--- src/rtl/bbw_pkg.sv ---
package bbw_pkg;
  localparam int BYTE_W   = 8;
  localparam int WORD_W   = 2 * BYTE_W;
  localparam int NUM_REGS = 3;
  localparam int ADDR_W   = 2;

  typedef logic [ADDR_W-1:0] reg_addr_t;

  localparam reg_addr_t ADDR_CTL = 2'd0;
  localparam reg_addr_t ADDR_DA  = 2'd1;
  localparam reg_addr_t ADDR_DB  = 2'd2;
endpackage

--- src/rtl/bbw_hold_byte.sv ---
module bbw_hold_byte #(
  parameter int BYTE_W = 8
) (
  input  logic              clk,
  input  logic              rst_n,
  input  logic              load,
  input  logic [BYTE_W-1:0] din,
  output logic [BYTE_W-1:0] q
);
  always_ff @(posedge clk or negedge rst_n) begin
    if (!rst_n)    q <= '0;
    else if (load) q <= din;
  end
endmodule

--- src/rtl/bbw_reg_cell.sv ---
module bbw_reg_cell #(
  parameter int WORD_W  = 16,
  parameter bit COUNTER = 1'b0
) (
  input  logic              clk,
  input  logic              rst_n,
  input  logic              load,
  input  logic [WORD_W-1:0] din,
  input  logic              inc,
  output logic [WORD_W-1:0] q
);
  logic step;

  generate
    if (COUNTER) begin : g_cnt
      assign step = inc;
    end else begin : g_plain
      assign step = 1'b0;
    end
  endgenerate

  // a bus load wins over a count step in the same cycle
  always_ff @(posedge clk or negedge rst_n) begin
    if (!rst_n)     q <= '0;
    else if (load)  q <= din;
    else if (step)  q <= q + WORD_W'(1);
  end
endmodule

--- src/rtl/bbw_read_mux.sv ---
module bbw_read_mux #(
  parameter int BYTE_W   = 8,
  parameter int NUM_REGS = 3,
  parameter int ADDR_W   = 2,
  localparam int WORD_W  = 2 * BYTE_W
) (
  input  logic [NUM_REGS-1:0][WORD_W-1:0] regs,
  input  logic [ADDR_W-1:0]               addr,
  input  logic                            rd,
  input  logic                            hi,
  input  logic [BYTE_W-1:0]               hold_q,
  output logic                            sel_ok,
  output logic [WORD_W-1:0]               cur_word,
  output logic [BYTE_W-1:0]               rdata
);
  always_comb begin
    sel_ok   = 1'b0;
    cur_word = '0;
    for (int i = 0; i < NUM_REGS; i++) begin
      if (addr == ADDR_W'(i)) begin
        sel_ok   = 1'b1;
        cur_word = regs[i];
      end
    end
  end

  always_comb begin
    if (!rd || !sel_ok) rdata = '0;
    else if (hi)        rdata = cur_word[WORD_W-1:BYTE_W];
    else                rdata = hold_q;
  end
endmodule

--- src/rtl/bbw_word_bridge.sv ---
module bbw_word_bridge
  import bbw_pkg::*;
(
  input  logic              clk,
  input  logic              rst_n,
  input  logic [ADDR_W-1:0] bus_addr,
  input  logic              bus_hi,
  input  logic              bus_rd,
  input  logic              bus_wr,
  input  logic [BYTE_W-1:0] bus_wdata,
  output logic [BYTE_W-1:0] bus_rdata,
  input  logic              count_en,
  output logic [WORD_W-1:0] ctl_q,
  output logic [WORD_W-1:0] data_a_q,
  output logic [WORD_W-1:0] data_b_q
);
  logic [NUM_REGS-1:0][WORD_W-1:0] regs;
  logic [WORD_W-1:0] cur_word;
  logic [BYTE_W-1:0] hold_q;
  logic              sel_ok;
  logic              wr_hi, wr_lo, rd_hi;
  logic              hold_load;
  logic [BYTE_W-1:0] hold_din;

  bbw_read_mux #(.BYTE_W(BYTE_W), .NUM_REGS(NUM_REGS), .ADDR_W(ADDR_W)) u_mux (
    .regs(regs), .addr(bus_addr), .rd(bus_rd), .hi(bus_hi), .hold_q(hold_q),
    .sel_ok(sel_ok), .cur_word(cur_word), .rdata(bus_rdata)
  );

  assign wr_hi = bus_wr && bus_hi && sel_ok;
  assign wr_lo = bus_wr && !bus_hi && sel_ok;
  assign rd_hi = bus_rd && !bus_wr && bus_hi && sel_ok;

  // write byte has priority over a read capture
  assign hold_load = wr_hi || rd_hi;
  assign hold_din  = wr_hi ? bus_wdata : cur_word[BYTE_W-1:0];

  bbw_hold_byte #(.BYTE_W(BYTE_W)) u_hold (
    .clk(clk), .rst_n(rst_n), .load(hold_load), .din(hold_din), .q(hold_q)
  );

  generate
    for (genvar i = 0; i < NUM_REGS; i++) begin : g_reg
      bbw_reg_cell #(.WORD_W(WORD_W), .COUNTER(i == int'(ADDR_CTL))) u_cell (
        .clk(clk), .rst_n(rst_n),
        .load(wr_lo && (bus_addr == ADDR_W'(i))),
        .din({hold_q, bus_wdata}),
        .inc(count_en),
        .q(regs[i])
      );
    end
  endgenerate

  assign ctl_q    = regs[ADDR_CTL];
  assign data_a_q = regs[ADDR_DA];
  assign data_b_q = regs[ADDR_DB];

  AST_HI_WR_HOLDS_DATA: assert property (@(posedge clk) disable iff (!rst_n)
    (bus_wr && bus_hi) |=> ($stable(data_a_q) && $stable(data_b_q)));

  AST_LO_WR_JOINS: assert property (@(posedge clk) disable iff (!rst_n)
    (bus_wr && !bus_hi && bus_addr == ADDR_DA) |=> (data_a_q == {$past(hold_q), $past(bus_wdata)}));

  AST_HI_RD_KEEPS_WORD: assert property (@(posedge clk) disable iff (!rst_n)
    (bus_rd && !bus_wr && bus_hi && bus_addr == ADDR_DB) |=> $stable(data_b_q));

  AST_SNAPSHOT_LOW: assert property (@(posedge clk) disable iff (!rst_n)
    (bus_rd && !bus_wr && bus_hi && bus_addr == ADDR_DA)
      |=> (!(bus_rd && !bus_wr && !bus_hi && bus_addr != 2'd3) || bus_rdata == $past(data_a_q[BYTE_W-1:0])));

  AST_SPARE_INERT: assert property (@(posedge clk) disable iff (!rst_n)
    (bus_addr == 2'd3) |=> ($stable(data_a_q) && $stable(data_b_q) && $stable(hold_q)));

  AST_COUNT_STEP: assert property (@(posedge clk) disable iff (!rst_n)
    (count_en && !(bus_wr && !bus_hi && bus_addr == ADDR_CTL)) |=> (ctl_q == WORD_W'($past(ctl_q) + 1)));
endmodule

--- config.mk ---
export PLATFORM = sky130hd
export DESIGN_NAME = bbw_word_bridge
export DESIGN_NICKNAME = d
export VERILOG_FILES = /design/src/rtl/bbw_pkg.sv /design/src/rtl/bbw_hold_byte.sv /design/src/rtl/bbw_reg_cell.sv /design/src/rtl/bbw_read_mux.sv /design/src/rtl/bbw_word_bridge.sv
export SDC_FILE = /design/constraint.sdc
export NUM_CORES = 1
export LEC_CHECK = 0
export ABC_AREA = 1
export BUFFER_PORTS_ARGS = -buffer_cell sky130_fd_sc_hd__buf_2
export CAP_MARGIN = 20
export CELL_PAD_IN_SITES_DETAIL_PLACEMENT = 1
export CELL_PAD_IN_SITES_GLOBAL_PLACEMENT = 2
export CORE_MARGIN = 3
export CORE_UTILIZATION = 33
export DETAILED_ROUTE_END_ITERATION = 10
export PLACE_DENSITY_LB_ADDON = 0.1
export SYNTH_ARGS = -nofsm -noshare
export SYNTH_HDL_FRONTEND = slang
export SYNTH_SLANG_ARGS = --single-unit
--- constraint.sdc ---
create_clock -name clk -period 2.8 [get_ports clk]
set_input_delay 0.28 -clock clk [delete_from_list [all_inputs] [get_ports clk]]
set_output_delay 0.28 -clock clk [all_outputs]
set_load 0.05 [all_outputs]
==> impl_metrics.yaml <==
status:
  run_status: "finished clean"
drt:
  via_count: 3018
  met3_wirelength_microns: 397
  routed_wl_per_cell_microns: 17.04
  route.detailed.vias_per_inst: 4.883
  drt_first_iter_violations: 130
  top_signal_layer_used: "met4"
  drt-met1-wl_microns: 5351
  dr_wl_met2_microns: 4726
  post-route-drc-count: 0
  route.antenna.remaining_nets: 0
  dr.pass1.iters: 4
  postRouteWirelength_microns: 10530
die:
  placementRows: 35
  die_width_microns: 104.3
  core-area_sq_um: 9328
  initial_utilization_pct: 34.16
  io-pin-count: 72
  vert_die_dim_microns: 104.3
  die_outline_area_sq_um: 10870
setup_path:
  timing_worst_setup_path_type: "register to output pin"
  critPathArrivalTime_ns: 1.59
  path_buf_inv: 2
  worst-path-max-fanout: 3
  r2r_end: "g_reg[0].u_cell.q[14]"
  timing.critical_path.slowest_cell_delay_ns: 0.38
  startpoint_type: "register"
  reg2regPathDepth: 6
  critical_path.most_common_cell: "a21oi_1"
  critical-path-top-delay-family: "compound AO/OA/AOI/OAI gates"
  cp.required_ns: 2.52
  critical_path.reg2reg.startpoint: "g_reg[0].u_cell.q[0]"
  path_cells: "inv_1, a21oi_1, o211ai_1, a21oi_1, buf_2"
  worst_path_max_delay_cell: "dfrtp_1"
  end_kind: "output pin"
  r2r_slack_ns: 1.16
yosys:
  synth_cells: 421
  synth_top_cells_by_count: "nand2_1, dfrtp_1, inv_1, nand3_1"
  synth_largest_area_cell: "dfrtp_1"
  most_used_standard_cell_by_instance_count_after_synthesis: "nand2_1"
  synth_cell_types: 27
  synth.ff_latch_count: 56
  synth-warning-count: 0
  synthArstFlopShare_pct: 100.0
  postSynthAreaPerCell_sq_um: 7.570
  yosys.area.top_type_share_pct: 43.97
  syn-num-nets: 438
  synth_flop_cell: "dfrtp_1"
  synth.top_cells.by_area: "dfrtp_1, nand2_1, inv_1, o21ai_2, nand3_1"
  synth.yosys.seq_area_share_pct: 43.97
  synth_enable_flop_cells: 0
  post_synth_instance_area_sq_um: 3187
sta:
  timing.final.max_slew_violations: 0
  whs_ns: 0.1007
  finalWorstPathRequiredPeriod_ns: 1.866
  rsz0062_at_grt: "false"
  finalClockSkew_ns: 0.01280
  finalHoldViolCount: 0
  setup_viol: 0
  setup-tns-final_ns: 0
  period_share_pct: 66.66
  achievable-frequency_ghz: 0.5358
  slew_headroom_pct: 51.01
  max_slew.worst_pin.slew_ns: 0.7348
pwr:
  net-switching-power_mw: 1.539
  p_leak_nw: 1.924
  peakVddDrop_uv: 323.0
  power_frac_clock_pct: 15.9
  power.total_mw: 3.042
  share_seq_of_total_power_pct: 40.8
  power_density_nw_per_um2: 820.2
  swShare_pct: 50.59
  p_int_mw: 1.503
  share_comb_of_total_power_pct: 43.4
clocking:
  tritoncts: "yes"
  htree_num_levels: 2
  clk_pin_slew_worst_paths_ns: 0.11
  number_of_cts_inserted_buffers: 5
  tritoncts_num_sinks: 56
  post-cts-setup-buffer-count: 0
  cts_hold_buffers: 0
  worstSkewPairLatency_ns: 0.32
  clock-root-buffer: "clkbuf_8"
  cts-resized-gates: 0
  ctsLongestPathBuffers: 2
global_routing:
  grt_start_max_net_pins: 57
  number_of_global_route_vias_before_repair: 3076
  global_route.usage.total_pct: 20.17
  globalRouteOverflowTotal: 0
  antenna_violations_before_repair: 0
  wire_length_of_the_first_global_routing_pass_microns: 17480
cells_and_area:
  antenna_cells: 0
  drive_above_1_share_pct: 22.49
  syn2layout_area_growth_pct: 16.37
  multi_input_comb_area_sq_um: 1479
  finalNetCount: 505
  final_cell_area_excluding_filler_cells_sq_um: 3709
  seqCellArea_sq_um: 1401
  final.fill_count: 1208
run:
  drv.max_cap_violation_count: 0
placed_design:
  number_of_port_buffers: 71
  post_dp_cell_area_sq_um: 3615
  place.detailed.hpwl_microns: 7996
  gp_congestion: 0.8393
hold_path:
  type_of_the_tightest_min_delay_check: "input port to asynchronous set/reset pin"
-- registers in the layout, indices dropped and copies added (netlist names) --
register	flops
g.u_cell.q	48
u_hold.q	8
-- routing by layer --
layer	GRT usage, %	vias to the layer above
met5	0	-
met4	3.134	0
met1	29.79	1452
met2	32.06	65
met3	2.731	4
li1	-	1497
-- worst max-delay path by stage --
stage	startpoint	endpoint	slack, ns	cells after the start
floorplan	g_reg[0].u_cell.q[8]	bus_rdata[0]	0.74	4
global placement	bus_addr[1]	bus_rdata[6]	1.04	7
detailed placement	bus_addr[1]	bus_rdata[6]	1.02	7
CTS	g_reg[0].u_cell.q[9]	bus_rdata[1]	0.92	5
global route	g_reg[0].u_cell.q[9]	bus_rdata[1]	0.82	5
finish	g_reg[0].u_cell.q[15]	bus_rdata[7]	0.93	5
-- cells in the final DEF (no fill, tap or decap), types with 4 or more instances in the layout --
cell type and count:
nand2_1 158, nor2_1 13, buf_2 71, o21ai_0 16, nand3_1 26, xor2_1 5, o21ai_1 11, a21oi_1 8
o211ai_1 8, nor2_4 4, o22ai_1 8, nand4_1 12, inv_1 51, o21ai_2 16, clkbuf_8 6, inv_2 5
dfrtp_1 56
-- cells by family after synthesis --
logic type / after synthesis / share of synthesized area (%)
flops: 56 / 43.97
compound gates: 72 / 14.96
fa+ha+maj: 1 / 0.3926
simple gates: 218 / 29.41
buf+inv: 68 / 9.619
xor+xnor: 6 / 1.649
-- worst register-to-register path: stages, from the launching register on --
cell and delay, ns:
dfrtp_1 0.52, ha_1 0.22, nand3_1 0.18, nor2_1 0.34
nand4_1 0.14, nand3_1 0.11, nand2_1 0.05
-- area by class of cell --
cell class,count,share of cell area [%]
multi-input cells,297,39.88
flip-flops and latches,56,37.79
repair buffers,72,9.784
inverters,56,5.668
well taps,129,4.352
clock buffers,7,2.328
clock inverters,1,0.2024
-- metrics by stage --
stage          cells  setup WS [ns]  util (%)
2_1_floorplan    421         0.7401         -
3_3_place_gp     610          1.039     38.75
3_5_place_dp     610          1.023     38.75
4_1_cts          618         0.9196     39.76
5_1_grt          618         0.8154     39.76
6_report         618         0.9335     39.76
-- power by group through the flow --
| stage | registers [mW] | clock network (mW) | logic (mW) |
|---|---|---|---|
| after floorplan | 1.74 | 0 | 0.437 |
| after CTS | 1.24 | 0.497 | 1.33 |
| after global placement | 1.26 | 0 | 1.31 |
| after detailed placement | 1.26 | 0 | 1.33 |
| final | 1.24 | 0.482 | 1.32 |
| after global routing | 1.28 | 0.534 | 1.42 |
Note: power is estimated with default switching activity, not from simulation.
